`src/rtl/pwr_seq_pkg.sv`:
```
package pwr_seq_pkg;
  typedef enum logic [1:0] {
    ST_ACT = 2'd0,
    ST_STR = 2'd1,
    ST_OFF = 2'd2
  } pwr_st_e;

  // pin pair {off_n, ram_n}
  localparam logic [1:0] PIN_ACT = 2'b11;
  localparam logic [1:0] PIN_STR = 2'b10;
  localparam logic [1:0] PIN_OFF = 2'b00;
endpackage

```
`src/rtl/pwr_seq_sync.sv`:
```
module pwr_seq_sync #(
  parameter int W      = 2,
  parameter int STAGES = 2
) (
  input  logic         clk,
  input  logic         rst_n,
  input  logic [W-1:0] d,
  output logic [W-1:0] q
);
  logic [W-1:0] stg [STAGES];

  for (genvar i = 0; i < STAGES; i++) begin : g_stg
    always_ff @(posedge clk or negedge rst_n) begin
      if (!rst_n) stg[i] <= '1;
      else if (i == 0) stg[i] <= d;
      else stg[i] <= stg[(i == 0) ? 0 : i-1];
    end
  end

  assign q = stg[STAGES-1];
endmodule

```
`src/rtl/pwr_seq_deglitch.sv`:
```
module pwr_seq_deglitch #(
  parameter int TMO_CYC = 40000,
  localparam int CW     = $clog2(TMO_CYC + 1)
) (
  input  logic       clk,
  input  logic       rst_n,
  input  logic       hold,
  input  logic [1:0] pins_s,
  output logic       commit,
  output logic [1:0] req
);
  logic [1:0]    last_q;
  logic [CW-1:0] cnt_q;
  logic          chg;

  assign chg    = (pins_s != last_q);
  assign commit = !hold && !chg && (cnt_q == CW'(1));
  assign req    = last_q;

  always_ff @(posedge clk or negedge rst_n) begin
    if (!rst_n) begin
      last_q <= 2'b11;
      cnt_q  <= '0;
    end else if (hold) begin
      last_q <= 2'b11;
      cnt_q  <= '0;
    end else begin
      last_q <= pins_s;
      if (chg)                cnt_q <= CW'(TMO_CYC);
      else if (cnt_q != '0)   cnt_q <= cnt_q - CW'(1);
    end
  end

  a_r2_single_commit: assert property (@(posedge clk) disable iff (!rst_n)
    commit |=> !commit);
  // a change reloads the window, so no commit on the following edge
  a_r3_restart: assert property (@(posedge clk) disable iff (!rst_n)
    (chg && !hold) |=> !commit);
endmodule

```
`src/rtl/pwr_seq_fsm.sv`:
```
module pwr_seq_fsm
  import pwr_seq_pkg::*;
(
  input  logic       clk,
  input  logic       rst_n,
  input  logic       hold,
  input  logic       commit,
  input  logic [1:0] req,
  input  logic       en_aux3,
  input  logic       en_aux5,
  input  logic       mem_sel,
  output logic       mem_on,
  output logic       mem_v33,
  output logic       aux3_on,
  output logic       aux5_on
);
  pwr_st_e st_q, st_d, req_st;
  logic    req_ok;
  logic    en3_q, en5_q, en3_d, en5_d;

  always_comb begin
    req_ok = 1'b1;
    req_st = ST_ACT;
    unique case (req)
      PIN_ACT: req_st = ST_ACT;
      PIN_STR: req_st = ST_STR;
      PIN_OFF: req_st = ST_OFF;
      default: req_ok = 1'b0;
    endcase
  end

  always_comb begin
    st_d = st_q;
    if (hold) st_d = ST_ACT;
    else if (commit && req_ok) begin
      if (st_q == ST_ACT) st_d = req_st;
      else if (req_st == ST_ACT) st_d = ST_ACT;
    end
  end

  assign en3_d = (st_q == ST_ACT || hold) ? en_aux3 : en3_q;
  assign en5_d = (st_q == ST_ACT || hold) ? en_aux5 : en5_q;

  always_ff @(posedge clk or negedge rst_n) begin
    if (!rst_n) begin
      st_q    <= ST_ACT;
      en3_q   <= 1'b0;
      en5_q   <= 1'b0;
      mem_on  <= 1'b0;
      mem_v33 <= 1'b0;
      aux3_on <= 1'b0;
      aux5_on <= 1'b0;
    end else begin
      st_q    <= st_d;
      en3_q   <= en3_d;
      en5_q   <= en5_d;
      mem_v33 <= mem_sel;
      mem_on  <= !hold && (st_d != ST_OFF);
      aux3_on <= !hold && ((st_d == ST_ACT) || en3_d);
      aux5_on <= !hold && ((st_d == ST_ACT) || en5_d);
    end
  end

  a_r10_hold_off: assert property (@(posedge clk) disable iff (!rst_n)
    hold |=> (!mem_on && !aux3_on && !aux5_on));
  a_r4_no_str_to_off: assert property (@(posedge clk) disable iff (!rst_n)
    (st_q == ST_STR) |=> (st_q != ST_OFF));
  a_r4_no_off_to_str: assert property (@(posedge clk) disable iff (!rst_n)
    (st_q == ST_OFF) |=> (st_q != ST_STR));
  a_r2_move_on_commit: assert property (@(posedge clk) disable iff (!rst_n)
    (!hold && !commit) |=> $stable(st_q));
  a_r9_strap_frozen: assert property (@(posedge clk) disable iff (!rst_n)
    (st_q != ST_ACT && !hold) |=> ($stable(en3_q) && $stable(en5_q)));
  a_r6_mem_plane: assert property (@(posedge clk) disable iff (!rst_n)
    !hold |=> (mem_on == (st_q != ST_OFF)));
endmodule

```
`src/rtl/pwr_sleep_seq.sv`:
```
module pwr_sleep_seq #(
  parameter int TMO_CYC     = 40000,
  parameter int SYNC_STAGES = 2
) (
  input  logic clk,
  input  logic rst_n,
  input  logic slp_ram_n,
  input  logic slp_off_n,
  input  logic en_aux3,
  input  logic en_aux5,
  input  logic mem_sel,
  input  logic bias_ok,
  input  logic shdn,
  output logic mem_on,
  output logic mem_v33,
  output logic aux3_on,
  output logic aux5_on
);
  logic [1:0] pins_s, req;
  logic       commit, hold;

  assign hold = !bias_ok || shdn;

  pwr_seq_sync #(.W(2), .STAGES(SYNC_STAGES)) u_sync (
    .clk(clk), .rst_n(rst_n), .d({slp_off_n, slp_ram_n}), .q(pins_s));

  pwr_seq_deglitch #(.TMO_CYC(TMO_CYC)) u_dgl (
    .clk(clk), .rst_n(rst_n), .hold(hold), .pins_s(pins_s),
    .commit(commit), .req(req));

  pwr_seq_fsm u_fsm (
    .clk(clk), .rst_n(rst_n), .hold(hold), .commit(commit), .req(req),
    .en_aux3(en_aux3), .en_aux5(en_aux5), .mem_sel(mem_sel),
    .mem_on(mem_on), .mem_v33(mem_v33), .aux3_on(aux3_on), .aux5_on(aux5_on));
endmodule

```
`config.mk`:
```
export PLATFORM = sky130hd
export DESIGN_NAME = pwr_sleep_seq
export DESIGN_NICKNAME = d
export VERILOG_FILES = /design/src/rtl/pwr_seq_pkg.sv /design/src/rtl/pwr_seq_sync.sv /design/src/rtl/pwr_seq_deglitch.sv /design/src/rtl/pwr_seq_fsm.sv /design/src/rtl/pwr_sleep_seq.sv
export SDC_FILE = /design/constraint.sdc
export NUM_CORES = 1
export LEC_CHECK = 0
export CORE_UTILIZATION = 45
export CTS_BUF_LIST = sky130_fd_sc_hd__clkbuf_4 sky130_fd_sc_hd__clkbuf_8
export DETAILED_ROUTE_END_ITERATION = 10
export PLACE_DENSITY_LB_ADDON = 0.08
export SLEW_MARGIN = 10
export SYNTH_ARGS = -nofsm -noshare
export SYNTH_HDL_FRONTEND = slang
export SYNTH_SLANG_ARGS = --single-unit
```
`constraint.sdc`:
```
create_clock -name clk -period 1.7 [get_ports clk]
set_input_delay 0.255 -clock clk [delete_from_list [all_inputs] [get_ports clk]]
set_output_delay 0.255 -clock clk [all_outputs]
set_load 0.01 [all_outputs]
```
; Word-level counts from Yosys, hierarchy flattened
; Cells that the tools add are included.
; W data, S select, Z words.
[totals]
reg_bits = 30
wordCells = 49
input_bits = 9
output_inout_bits = 4
[op_classes]
n_mux = 12
reduce_logical = 20
addsub = 1
eq_ne = 5
[ops]
columns = op, n
row1 = $mux W16, 3
row2 = $eq A16 B1 Y1 const B, 1
row3 = $reduce_bool A16 Y1, 1
row4 = $sub A16 B1 Y16 const B, 1
row5 = $mux W2, 5
row6 = $logic_not A2 Y1, 4
row7 = $logic_and A1 B1 Y1, 6
row8 = $eq A2 B2 Y1 const B, 2
row9 = $logic_or A1 B1 Y1, 4
row10 = $pmux W2 S2, 1
row11 = $logic_not A1 Y1, 3
row12 = $mux W1, 3
row13 = $reduce_bool A3 Y1, 1
row14 = $reduce_or A3 Y1, 1
row15 = $ne A2 B2 Y1, 1
row16 = $ne A2 B2 Y1 const B, 1

; Depth between registers and ports, before layout
[depth]
word_depth = 11
depth_mapped = 6
mapped_depth_nobuf = 6

; Modules after synthesis
; A second synthesis with hierarchy kept.
[unflattened]
hier_cells = 154
area_unflattened_um2 = 1559.0
[modules_own_cells]
columns = mod, seq_area_each_um2, cells_per_inst, area_each_um2, n_inst
row1 = pwr_seq_deglitch, 452.9, 115, 1078.5, 1
row2 = pwr_seq_fsm, 200.2, 32, 354.1, 1
row3 = pwr_seq_sync, 105.1, 6, 120.1, 1
row4 = pwr_sleep_seq, 0.0, 1, 6.3, 1

; Worst setup path before layout
; No wires, ideal clock.
[synth_path]
path_kind = register to register
from = register u_dgl.last_q[0], in the netlist u_dgl.req[0]
to = register u_fsm.st_q[0]
synth_period_minus_slack_ps = 1791
required_ps = 1577
setup_ps = 123
path_slack_ps = -91
n_path_buf = 1
arrival_time_ps = 1669
stages_incl_launch_ff = 6
cell_sequence = dfstp_2 > clkbuf_1 > xnor2_1 > nand4_1 > or2_2 > o221a_2
[synth_via]
elab_chain_len = 7
elab_cells_between_ends = 16
classes_between = 3 x eq/ne / 6 x mux / 7 x reduce/logical
[synth_lines]
columns = item, line
row1 = "start, declared", pwr_seq_deglitch.sv:12  ; logic [1:0] last_q;
row2 = "start signal, assigned", pwr_seq_deglitch.sv:28  ; last_q <= pins_s;
row3 = $eq A2 B2 Y1 (tied with other cells), pwr_seq_fsm.sv:24  ; unique case (req)
row4 = $pmux W2 S2 / $logic_not A1 Y1 (equally long branches), "pwr_seq_fsm.sv:24, pwr_seq_deglitch.sv:17"
row5 = $logic_not A2 Y1 / $logic_and A1 B1 Y1 (equally long branches), "pwr_seq_fsm.sv:37, pwr_seq_deglitch.sv:17"
row6 = $mux W2 / $logic_and A1 B1 Y1 (equally long branches), "pwr_seq_fsm.sv:37, pwr_seq_deglitch.sv:17"
row7 = $mux W2 / $logic_and A1 B1 Y1 (equally long branches), "pwr_seq_fsm.sv:36, pwr_seq_fsm.sv:35"
row8 = $mux W2 (*), pwr_seq_fsm.sv:35  ; else if (commit && req_ok) begin
row9 = $mux W2 (*), pwr_seq_fsm.sv:34  ; if (hold) st_d = ST_ACT;
row10 = via u_fsm.st_d[0], pwr_seq_fsm.sv:17  ; pwr_st_e st_q, st_d, req_st;
row11 = "end signal, assigned", pwr_seq_fsm.sv:54  ; st_q <= st_d;
row12 = "end, declared", pwr_seq_fsm.sv:17
; The timed path passes the listed nets; every way through them passes the cells marked *.
; A chain may end at the register's enable or synchronous reset.

; Final worst setup path
[layout_path]
from = register u_dgl.cnt_q[14]
to = register u_dgl.cnt_q[15]
[layout_via]
elab_chain_len = 4
elab_cells_between_ends = 6
classes_between = 1 x add/sub / 3 x mux / 2 x reduce/logical
[layout_lines]
columns = item, line
row1 = "start, declared", pwr_seq_deglitch.sv:13  ; logic [CW-1:0] cnt_q;
row2 = "start signal, assigned", pwr_seq_deglitch.sv:29  ; if (chg) cnt_q <= CW'(TMO_CYC);
row3 = "start signal, assigned", pwr_seq_deglitch.sv:30  ; else if (cnt_q != '0) cnt_q <= cnt_q - CW'(1);
row4 = $sub A16 B1 Y16, pwr_seq_deglitch.sv:30
row5 = $mux W16, pwr_seq_deglitch.sv:30
row6 = $mux W16, pwr_seq_deglitch.sv:29
row7 = $mux W16, pwr_seq_deglitch.sv:24  ; end else if (hold) begin
; Parallel ways exist; a longest one is shown, timed or not. The select of a mux whose other input is x is not followed.

==> reports/qor.csv <==
stage,metric,value,unit
worst_setup_path,cp-end-kind,flop,
worst_setup_path,cp_slowest_cell,or4_4,
pwr,p_sw_frac,0.290,
layout,drive_gt1_frac,0.419,
place,port_buffers,12,
worst_setup_path,reg2reg_setup_slack,-0.02,ns
floorplanning,die_h,61.8,µm
outcome,status,"complete, but fails checks",
clocking,cts.sinks,30,
pwr,clock_power_share,0.284,
timing,finalSetupViolCount,6,
clocking,clk_latency,0.33,ns
pwr,ir_drop,0.474,mV
global_routing,antenna_found_initial,0,
global_routing,grt_pass1_wl,6.55,mm
pwr,p_int,1.34,mW
worst_setup_path,critPathMaxStageDelay,0.56,ns
clocking,clk_pin_slew,0.10,ns
timing,maxSlewViolCount,0,
worst_setup_path,cp_max_fo,3,
timing,tightest_slew,0.377,ns
worst_setup_path,cp_data_required_time,1.96,ns
global_routing,grt_max_degree,31,
global_routing,overflow,0,
synthesis,synthFlopType,dfrtp_1,
clocking,cts_tree,built,
clocking,cts_made_buffers,5,
timing,fin_setup_tns,-0.0559,ns
clocking,cts_root_buffer,clkbuf_4,
floorplanning,io_pins,13,
worst_setup_path,reg2reg_from,u_dgl.cnt_q[14],
timing,timing_hold_violations_final,0,
synthesis,syn_nets,169,
worst_setup_path,regToRegEndpoint,u_dgl.cnt_q[15],
layout,mostFrequentLayoutCell,buf_4,
synthesis,syn_inst,157,
timing,min_period,1.72,ns
drt,drt_wl_total,4.15,mm
floorplanning,die-area,3810,µm²
pwr,p_comb_frac,0.305,
synthesis,async_reset_ff_frac,1.00,
timing,skew,0.00915,ns
layout,final_cell_mix,"52 x buf_4, 24 x dfrtp_1, 12 x clkdlybuf4s50_1",
place,gp_congestion,0.839,
drt,drt_iter0_markers,146,
drt,dr.pass1.iters,4,
worst_setup_path,crit_type,flop to flop,
pwr,p_seq_frac,0.412,
global_routing,grt_use_total,0.242,
pwr,power.density,775,nW/µm²
clocking,ctsHtreeMaxLevel,2,
floorplanning,fp.coreArea,3390,µm²
drt,antenna_left,0,
synthesis,ys_ff_latch,30,
timing,max_freq,580,MHz
synthesis,syn_area,1610,µm²
floorplanning,die_x,61.8,µm
job,maxCapViolCount,0,
synthesis,synth_area_per_cell,10.2,µm²
layout,insertedDiodeCount,0,
outcome,violations,setup timing,
drt,via_count,1546,
floorplanning,row_count,21,
timing,fin_ws,-0.0232,ns
synthesis,synth_edf_count,0,
layout,area_growth,51.1,%
place,hpwl,2.99,mm
drt,routedWlPerCell,15.1,µm
layout,n_fill_cell,241,
timing,period_share,1.01,
layout,multi_input_area,950,µm²
synthesis,ys_types,46,
clocking,ctsHoldBuffers,0,
floorplanning,start_util,0.474,
clocking,clk_path_buf_depth,2,
synthesis,ys_warn_count,0,
worst_setup_path,reg2reg_depth,4,
worst_hold_path,hold_path.class,input port to asynchronous set/reset pin,
timing,rsz0062_at_grt,true,
timing,max_slew_margin,0.742,
worst_setup_path,start_kind,flop,
layout,regArea,758,µm²
synthesis,yosysSeqAreaShare,0.472,
pwr,switchingPower,0.546,mW
global_routing,grt_pass1_vias,1462,
pwr,power_leakage,1.09,nW
timing,holdWs,0.302,ns
worst_setup_path,crit_chain,"or4_4, buf_4, a2111o_1, a31oi_1",
worst_setup_path,cp.arrival,1.98,ns
drt,vias_per_cell,5.62,
drt,drc_errors,0,
layout,fin_nets,240,
## Yosys cell counts, types with 2 or more instances
library cell | count | area, µm²
o21ai_0 | 6 | 30.0
dfrtp_1 | 24 | 601
nor2b_1 | 3 | 18.8
dfstp_2 | 6 | 158
nor3b_1 | 3 | 22.5
mux2i_1 | 5 | 50.1
o31ai_1 | 2 | 15.0
ha_1 | 3 | 37.5
a2111oi_0 | 2 | 17.5
inv_1 | 5 | 18.8
nor3_1 | 5 | 25.0
or4_1 | 3 | 22.5
nand4_1 | 3 | 18.8
o311ai_0 | 2 | 17.5
a21o_1 | 2 | 15.0
nor4_4 | 2 | 42.5
nor2_1 | 11 | 41.3
a211oi_1 | 5 | 37.5
nand2b_1 | 9 | 56.3
xnor2_1 | 2 | 17.5
a21oi_1 | 9 | 45.0
a31oi_1 | 3 | 18.8
nand2_1 | 10 | 37.5
a221oi_1 | 3 | 26.3
xor2_1 | 2 | 17.5
and3_1 | 2 | 12.5
or3_1 | 3 | 18.8
clkbuf_1 | 4 | 15.0
## state kept, by name, summed over array words and instances, names as in the netlist, 2 cells and up
signal       count
u_dgl.cnt_q     16
u_fsm.st_q       2
u_sync.stg       2
u_sync.q         2
u_dgl.req        2
## metal layers
| layer | vias up | part of all wire | GRT usage | routed length (µm) |
|---|---|---|---|---|
| li1 | 742 | - | - | - |
| met1 | 756 | 0.45 | 0.305 | 1870 |
| met2 | 38 | 0.49 | 0.393 | 2020 |
| met3 | 10 | 0.044 | 0.0663 | 182 |
| met4 | 0 | 0.018 | 0.0952 | 74 |
| met5 | - | 0 | 0 | 0 |
## cell families (layout without fill, tap and decap cells)
kind of cell | Yosys count | count (layout) | share of synthesized area
mux | 5 | 5 | 0.0312
compound gates | 43 | 43 | 0.188
fa+ha+maj | 3 | 3 | 0.0234
xor+xnor | 4 | 4 | 0.0218
simple gates | 63 | 63 | 0.242
buf+inv | 9 | 81 | 0.0210
flops | 30 | 30 | 0.472
## through the flow
step	cell area [µm²]	worst slack, ns	cells	utilization	total power, mW
4_1_cts	2320	-0.00168	274	0.685	1.84
3_5_place_dp	2160	-0.247	261	0.636	1.27
5_1_grt	2430	-0.0912	275	0.716	1.98
2_1_floorplan	1610	-0.0326	157	-	1.02
3_3_place_gp	2160	-0.229	261	0.636	1.26
6_report	2430	-0.0232	275	0.716	1.88
## layout make-up
cell class / count / area share
sequential: 30 / 0.312
tap: 46 / 0.0237
clock buffer: 8 / 0.0325
inverter: 5 / 0.00773
timing repair buffer: 68 / 0.232
multi-input combinational: 118 / 0.391
## worst max-delay path: cells and delay by family (launching register included)
family	cells	cell delay (ns)
flops	1	0.42
compound gates	2	0.52
buf+inv	1	0.16
simple gates	1	0.56
## power by group through the flow
stage / clock, mW / combinational, mW / sequential [mW]
floorplan: 0 / 0.233 / 0.789
global placement: 0 / 0.472 / 0.784
detailed placement: 0 / 0.483 / 0.786
CTS: 0.543 / 0.520 / 0.774
global route: 0.580 / 0.618 / 0.779
finish: 0.534 / 0.573 / 0.774
## repair_timing
item	CTS	global route
setup endpoints to repair	15	17
endpoints found under the hold margin	0	0
pin swaps	4	14
resized for setup	12	21
gates cloned	0	0
buffers inserted	5	2
## worst max-delay path by stage
stage                                 end  cells after the start  slack [ns]             from
after global placement      u_fsm.st_q[0]                      5       -0.23          bias_ok
final                     u_dgl.cnt_q[15]                      4       -0.02  u_dgl.cnt_q[14]
after detailed placement    u_fsm.st_q[0]                      5       -0.25          bias_ok
after floorplan             u_fsm.st_q[0]                      4       -0.03   u_dgl.cnt_q[4]
after global routing         u_fsm.mem_on                      5       -0.09  u_dgl.cnt_q[13]
after CTS                 u_dgl.cnt_q[13]                      5      -0.002   u_dgl.cnt_q[5]
No activity file was read; power rests on OpenSTA's default activity.
